===== src/rtl/eth_skew_rx_pkg.sv =====
package eth_skew_rx_pkg;

  typedef enum logic [2:0] {
    ST_HUNT,
    ST_SRC,
    ST_LEN,
    ST_PAY,
    ST_FCS,
    ST_CHECK
  } rx_state_t;

  localparam logic [31:0] CRC_POLY_REFL = 32'hEDB88320;

  // one byte through a reflected CRC32, least significant bit first
  function automatic logic [31:0] crc32_byte(input logic [31:0] c_in, input logic [7:0] b);
    logic [31:0] c;
    c = c_in ^ {24'd0, b};
    for (int i = 0; i < 8; i++) begin
      c = c[0] ? ((c >> 1) ^ CRC_POLY_REFL) : (c >> 1);
    end
    return c;
  endfunction

endpackage


===== src/rtl/eth_skew_rx_align.sv =====
module eth_skew_rx_align (
  input  logic       clk,
  input  logic       rst,
  input  logic [3:0] rx_rise,
  input  logic [3:0] rx_fall,
  output logic [7:0] byte_norm,
  output logic [7:0] byte_late
);
  logic [3:0] fall_q;

  always_ff @(posedge clk) begin
    if (rst) fall_q <= '0;
    else     fall_q <= rx_fall;
  end

  assign byte_norm = {rx_fall, rx_rise};
  assign byte_late = {rx_rise, fall_q};
endmodule


===== src/rtl/eth_skew_rx_hunt.sv =====
module eth_skew_rx_hunt #(
  parameter int MAC_BYTES = 6
) (
  input  logic                   clk,
  input  logic                   rst,
  input  logic [7:0]             byte_norm,
  input  logic [7:0]             byte_late,
  input  logic [MAC_BYTES*8-1:0] target,
  output logic                   hit,
  output logic                   hit_late
);
  localparam int W = MAC_BYTES * 8;

  logic [W-1:0] win_q   [2];
  logic [W-1:0] win_nxt [2];
  logic [1:0]   match;

  // one history window per candidate alignment
  for (genvar g = 0; g < 2; g++) begin : g_win
    assign win_nxt[g] = {win_q[g][W-9:0], (g == 0) ? byte_norm : byte_late};
    assign match[g]   = (win_nxt[g] == target);
    always_ff @(posedge clk) begin
      if (rst) win_q[g] <= '0;
      else     win_q[g] <= win_nxt[g];
    end
  end

  // normal alignment wins a tie
  assign hit      = |match;
  assign hit_late = match[1] & ~match[0];
endmodule


===== src/rtl/eth_skew_rx_crc.sv =====
module eth_skew_rx_crc
  import eth_skew_rx_pkg::*;
(
  input  logic        clk,
  input  logic        rst,
  input  logic        load,
  input  logic [31:0] load_val,
  input  logic        en,
  input  logic [7:0]  din,
  output logic [31:0] crc
);
  always_ff @(posedge clk) begin
    if (rst)       crc <= '1;
    else if (load) crc <= load_val;
    else if (en)   crc <= crc32_byte(crc, din);
  end
endmodule


===== src/rtl/eth_skew_rx.sv =====
module eth_skew_rx
  import eth_skew_rx_pkg::*;
#(
  parameter int ADDR_W     = 16,
  parameter int SLOT_BYTES = 1024,
  parameter int CNT_W      = 10,
  parameter int LEN_W      = 16,
  parameter int MAC_BYTES  = 6
) (
  input  logic                   clk,
  input  logic                   rst,
  input  logic [3:0]             rx_rise,
  input  logic [3:0]             rx_fall,
  input  logic [MAC_BYTES*8-1:0] target_mac,
  input  logic                   waddr_clr,
  output logic                   mem_we,
  output logic [ADDR_W-1:0]      mem_addr,
  output logic [7:0]             mem_data,
  output logic                   busy,
  output logic [CNT_W-1:0]       pkt_count,
  output logic                   frame_ok
);
  localparam int MAC_W = MAC_BYTES * 8;
  localparam int SRC_LAST = MAC_BYTES - 1;
  localparam logic [LEN_W:0] SLOT_LIM = (LEN_W + 1)'(SLOT_BYTES);

  logic [7:0]  byte_norm, byte_late, cur_byte;
  logic        hit, hit_late;
  logic [31:0] crc, crc_seed;

  rx_state_t         state_q;
  logic              late_q;
  logic [LEN_W-1:0]  cnt_q, len_q;
  logic [31:0]       fcs_q;
  logic [MAC_W-1:0]  dest_q;
  logic [ADDR_W-1:0] base_q;
  logic [LEN_W-1:0]  len_nxt;

  eth_skew_rx_align u_align (
    .clk(clk), .rst(rst), .rx_rise(rx_rise), .rx_fall(rx_fall),
    .byte_norm(byte_norm), .byte_late(byte_late)
  );

  eth_skew_rx_hunt #(.MAC_BYTES(MAC_BYTES)) u_hunt (
    .clk(clk), .rst(rst), .byte_norm(byte_norm), .byte_late(byte_late),
    .target(target_mac), .hit(hit), .hit_late(hit_late)
  );

  // the matched destination bytes equal the target, so seed from it
  always_comb begin
    crc_seed = '1;
    for (int i = 0; i < MAC_BYTES; i++) begin
      crc_seed = crc32_byte(crc_seed, target_mac[MAC_W-1-8*i -: 8]);
    end
  end

  eth_skew_rx_crc u_crc (
    .clk(clk), .rst(rst),
    .load(state_q == ST_HUNT && hit), .load_val(crc_seed),
    .en(state_q == ST_SRC || state_q == ST_LEN || state_q == ST_PAY),
    .din(cur_byte), .crc(crc)
  );

  assign cur_byte = late_q ? byte_late : byte_norm;
  assign len_nxt  = {len_q[LEN_W-9:0], cur_byte};
  assign busy     = (state_q != ST_HUNT);

  always_ff @(posedge clk) begin
    if (rst) begin
      state_q   <= ST_HUNT;
      late_q    <= 1'b0;
      cnt_q     <= '0;
      len_q     <= '0;
      fcs_q     <= '0;
      dest_q    <= '0;
      base_q    <= '0;
      pkt_count <= '0;
      frame_ok  <= 1'b0;
      mem_we    <= 1'b0;
      mem_addr  <= '0;
      mem_data  <= '0;
    end else begin
      frame_ok <= 1'b0;
      mem_we   <= 1'b0;
      unique case (state_q)
        ST_HUNT: begin
          if (waddr_clr) begin
            base_q    <= '0;
            pkt_count <= '0;
          end
          if (hit) begin
            state_q <= ST_SRC;
            late_q  <= hit_late;
            cnt_q   <= '0;
            dest_q  <= target_mac;
          end
        end
        ST_SRC: begin
          cnt_q <= cnt_q + LEN_W'(1);
          if (cnt_q == LEN_W'(SRC_LAST)) begin
            state_q <= ST_LEN;
            cnt_q   <= '0;
          end
        end
        ST_LEN: begin
          len_q <= len_nxt;
          cnt_q <= cnt_q + LEN_W'(1);
          if (cnt_q == LEN_W'(1)) begin
            cnt_q   <= '0;
            state_q <= (len_nxt == '0) ? ST_FCS : ST_PAY;
          end
        end
        ST_PAY: begin
          if ({1'b0, cnt_q} < SLOT_LIM) begin
            mem_we   <= 1'b1;
            mem_addr <= base_q + ADDR_W'(cnt_q);
            mem_data <= cur_byte;
          end
          cnt_q <= cnt_q + LEN_W'(1);
          if (cnt_q == len_q - LEN_W'(1)) begin
            cnt_q   <= '0;
            state_q <= ST_FCS;
          end
        end
        ST_FCS: begin
          fcs_q <= {cur_byte, fcs_q[31:8]};
          cnt_q <= cnt_q + LEN_W'(1);
          if (cnt_q == LEN_W'(3)) begin
            cnt_q   <= '0;
            state_q <= ST_CHECK;
          end
        end
        ST_CHECK: begin
          if ((~crc == fcs_q) && (dest_q == target_mac)) begin
            frame_ok  <= 1'b1;
            pkt_count <= pkt_count + CNT_W'(1);
            base_q    <= base_q + ADDR_W'(SLOT_BYTES);
          end
          state_q <= ST_HUNT;
          late_q  <= 1'b0;
          len_q   <= '0;
          fcs_q   <= '0;
          dest_q  <= '0;
        end
        default: state_q <= ST_HUNT;
      endcase
    end
  end
endmodule


===== config.mk =====
export PLATFORM = sky130hd
export DESIGN_NAME = eth_skew_rx
export DESIGN_NICKNAME = d
export VERILOG_FILES = /design/src/rtl/eth_skew_rx_pkg.sv /design/src/rtl/eth_skew_rx_align.sv /design/src/rtl/eth_skew_rx_hunt.sv /design/src/rtl/eth_skew_rx_crc.sv /design/src/rtl/eth_skew_rx.sv
export SDC_FILE = /design/constraint.sdc
export NUM_CORES = 1
export LEC_CHECK = 0
export CORE_UTILIZATION = 44
export DETAILED_ROUTE_END_ITERATION = 7
export DONT_BUFFER_PORTS = 1
export HOLD_SLACK_MARGIN = 0.02
export SYNTH_ARGS = -nofsm -noshare
export SYNTH_HDL_FRONTEND = slang
export SYNTH_SLANG_ARGS = --single-unit

===== constraint.sdc =====
create_clock -name clk -period 5.52 [get_ports clk]
set_input_delay 0.276 -clock clk [delete_from_list [all_inputs] [get_ports clk]]
set_output_delay 0.276 -clock clk [all_outputs]
set_load 0.01 [all_outputs]

==> results.txt <==
The clock tree from TritonCTS is yes. STA classifies the critical path startpoint as a register. The chip width came out at 195 um.

Ranked by total cell area, the synthesized netlist is headed by sky130_fd_sc_hd__dfxtp_1, sky130_fd_sc_hd__xnor2_1, sky130_fd_sc_hd__xor2_1, sky130_fd_sc_hd__xnor3_1, sky130_fd_sc_hd__a21oi_1. The number of enable-type register cells in the synthesized netlist is 0. The Yosys warning count is 0.

Setup repair after global routing left no endpoint under its margin. The aggregate negative setup slack is 0 ps. The top flip-flop cell by instance count after synthesis is sky130_fd_sc_hd__dfxtp_1. The clock-pin slew on the worst setup and hold paths is 60 ps. For this run, the total global-route usage over all layers was measured as 0.279. The final layout contains 1816 nets.

The share of synthesized area in the top cell type comes to 0.285. The worst register-to-register path has a setup slack of 1270 ps. The later pin in the worst-skew pair is clocked with a latency of 560 ps. The global-route wire length before repair is 80500 um. The final critical path time including I/O delays and setup is 4250 ps. In the final layout, the share of cells above drive strength 1 is 0.0668. The flow ran to the end, and the final reports show no timing, DRC or antenna violations. The post-route core utilization is 0.495. The number of top-level pins is 96. The peak fanout along the critical path is 29. After legalization and detailed placement, the total HPWL measured 37000 um. The part of the Yosys area used for sequential elements is 0.285. STA classifies the critical path endpoint as a register. The total of max-cap violations is 0.

The max-slew violation count is 0. The number of antenna violations at the first check in global routing is 1. The clock skew after layout came out at 8.18 ps. The achievable frequency is 235 MHz. At the pin with the least slew margin, the transition time is 1360 ps. The floorplan row count came out at 70.

The average wire per cell in the routed design is 23.9 um. The required time at the worst-slack endpoint is 5920 ps. The proportion of register bits with asynchronous set or reset after synthesis came out at 0. The sum of overflow across all layers after global routing is 0. The clock net sink count came out at 234.

The area of the mapped netlist is 16500 um^2. The placeable core region came out at 36700 um^2. The number of design-rule violations left by the first detailed-router iteration came out at 1245. The synthesized flop and latch total is 234. The maximum number of pins on one net before global-route repair is 211.

The number of design rule violations left after detail routing is 0. At the end of routability-driven placement, the weighted congestion stood at 0.945. The setup path with the least slack is of type register to register.

The length of the first detailed-routing pass in iterations came out at 5. Synthesis handed over a netlist of 1777 instances. Clock tree synthesis selected as its root buffer the cell sky130_fd_sc_hd__clkbuf_16. The filler cells instantiated in the layout total 3456. Once the clock tree was built, the resizer swapped 0 gates to a different size. The initial core utilization came out at 0.449. Yosys instantiated no cell more often than sky130_fd_sc_hd__xnor2_1.

The worst hold path belongs to the class input port to register. Averaged over all synthesized cells, the footprint is 9.26 um^2. CTS built an H-tree with a depth of 1. The number of CTS-inserted buffers is 28. After detailed routing, the number of vias per cell comes to 5.73. Setup violations remaining at the end of the flow were counted as 0. The largest total area in the synthesized netlist belongs to sky130_fd_sc_hd__dfxtp_1. The number of global-route vias before repair came out at 12.3k. The net count after synthesis is 1847. The count of antenna-violating nets left after detailed routing came out at 0. The total count of hold-check failures in the final report is 0. In the finished design, the share of the clock period the worst path needs comes to 0.769.

The floorplan step set the die height to 195 um. The number of buffers inserted by port buffering is 0. The number of buffers between clock root and the deepest sink is 3. The sum of routed wire length over all layers came out at 53400 um. The critical path data arrival time is 4650 ps. Headroom to the max-slew limit came out at 0.0917.

The die area is 38200 um^2. Ranked by instance count, the synthesized netlist is headed by sky130_fd_sc_hd__xnor2_1, sky130_fd_sc_hd__xor2_1, sky130_fd_sc_hd__dfxtp_1, sky130_fd_sc_hd__nor2_1, sky130_fd_sc_hd__a21oi_1. The number of library cell types mapped by synthesis came out at 57. The growth of design area from synthesis to finish came out at 10.3%.

The routed via count is 12.8k.
[sequential cells by signal, summed over array words and instances (netlist names)]
register        cells
dest_q             48
u_hunt.win_q       41
fcs_q              32
u_crc.crc          32
cnt_q              16
len_q              16
mem_addr           16
pkt_count          10
mem_data            8
base_q              6
state_q             3
u_align.fall_q      3
frame_ok            1
late_q              1
mem_we              1
[cell families (layout without fill, tap and decap cells)]
| family | after synthesis | after routing | synth area share |
|---|---|---|---|
| AND/OR/NAND/NOR | 477 | 477 | 0.141 |
| flip-flops | 234 | 234 | 0.285 |
| adder cells (fa/ha/maj) | 11 | 11 | 0.00836 |
| buffers and inverters | 143 | 132 | 0.0360 |
| XOR/XNOR | 642 | 642 | 0.427 |
| other | 0 | 1 | 0 |
| multiplexers | 15 | 15 | 0.00973 |
| AO/OA/AOI/OAI | 255 | 255 | 0.0932 |
[through the flow]
step	cells	hold WS, ps	worst slack, ps	instance area (um^2)
final	2235	72.7	1270	18200
after global routing	2234	86.7	1020	18200
after CTS	2234	57.7	1340	18200
after detailed placement	2127	403	777	16600
after global placement	2127	406	869	16600
after floorplan	1777	404	923	16500
[final timing paths]
check,start,endpoint,depth (start not counted)
hold reg to reg,dest_q[42]$_SDFFE_PP0P_,dest_q[42]$_SDFFE_PP0P_,2
setup reg to reg,len_q[5]$_SDFFE_PP0P_,cnt_q[9]$_SDFFE_PP0P_,12
setup / recovery,len_q[5]$_SDFFE_PP0P_,cnt_q[9]$_SDFFE_PP0P_,12
hold / removal,rx_fall[1],len_q[5]$_SDFFE_PP0P_,3
[critical path: stages, from the launching register on]
cell	delay [ps]
sky130_fd_sc_hd__dfxtp_1	400
sky130_fd_sc_hd__or4_1	640
sky130_fd_sc_hd__or3_1	390
sky130_fd_sc_hd__or3_1	360
sky130_fd_sc_hd__or3_1	400
sky130_fd_sc_hd__o21bai_1	170
sky130_fd_sc_hd__a31oi_1	180
sky130_fd_sc_hd__o2111ai_1	150
sky130_fd_sc_hd__o211ai_1	270
sky130_fd_sc_hd__o211a_1	720
sky130_fd_sc_hd__o21ai_0	210
sky130_fd_sc_hd__nor2_1	140
sky130_fd_sc_hd__a211oi_1	60
[cell type report]
class	instances	area (um^2)	share of cell area
sequential	234	4680	0.258
clock inverter	7	68.8	0.00379
clock buffer	43	878	0.0484
multi-input combinational	1400	11200	0.617
tap	468	586	0.0323
timing repair buffer	70	686	0.0378
antenna	1	2.50	0.000138
inverter	12	45.0	0.00248
[what timing repair did]
| item | CTS | global route |
|---|---|---|
| buffers inserted | 0 | 0 |
| hold buffers | 57 | 0 |
| endpoints found under the hold margin | 218 | 0 |
[routing by layer]
metal  routed length [um]  global-route usage
met4                 2450               0.120
met2                23700               0.427
met3                 3800              0.0475
met5                    0                   0
met1                23400               0.385
[layout by cell type, fill, tap and decap left out, drive strengths merged, types with 3 or more instances in the layout]
cell and n:
dlygate4sd3 56, nor2 122, mux2 8, buf 14, inv 12, o211ai 4, a221oi 8, a21oi 117
nand2b 10, a211oi 10, and3 11, nor3 20, o21ai 42, xor2 247, o21bai 4, ha 11
nand3 57, clkinv 4, mux2i 7, nor2b 51, dfxtp 234, or4 6, xnor3 68, a31oi 6
or3b 6, nand4 18, o32ai 3, xnor2 317, clkbuf 43, or2 5, nand2 115, a22oi 50
xor3 10, nor4 41, or3 8
Power is not shown: default switching activity piles up to over one toggle a cycle in this logic, so the estimate is an artifact.
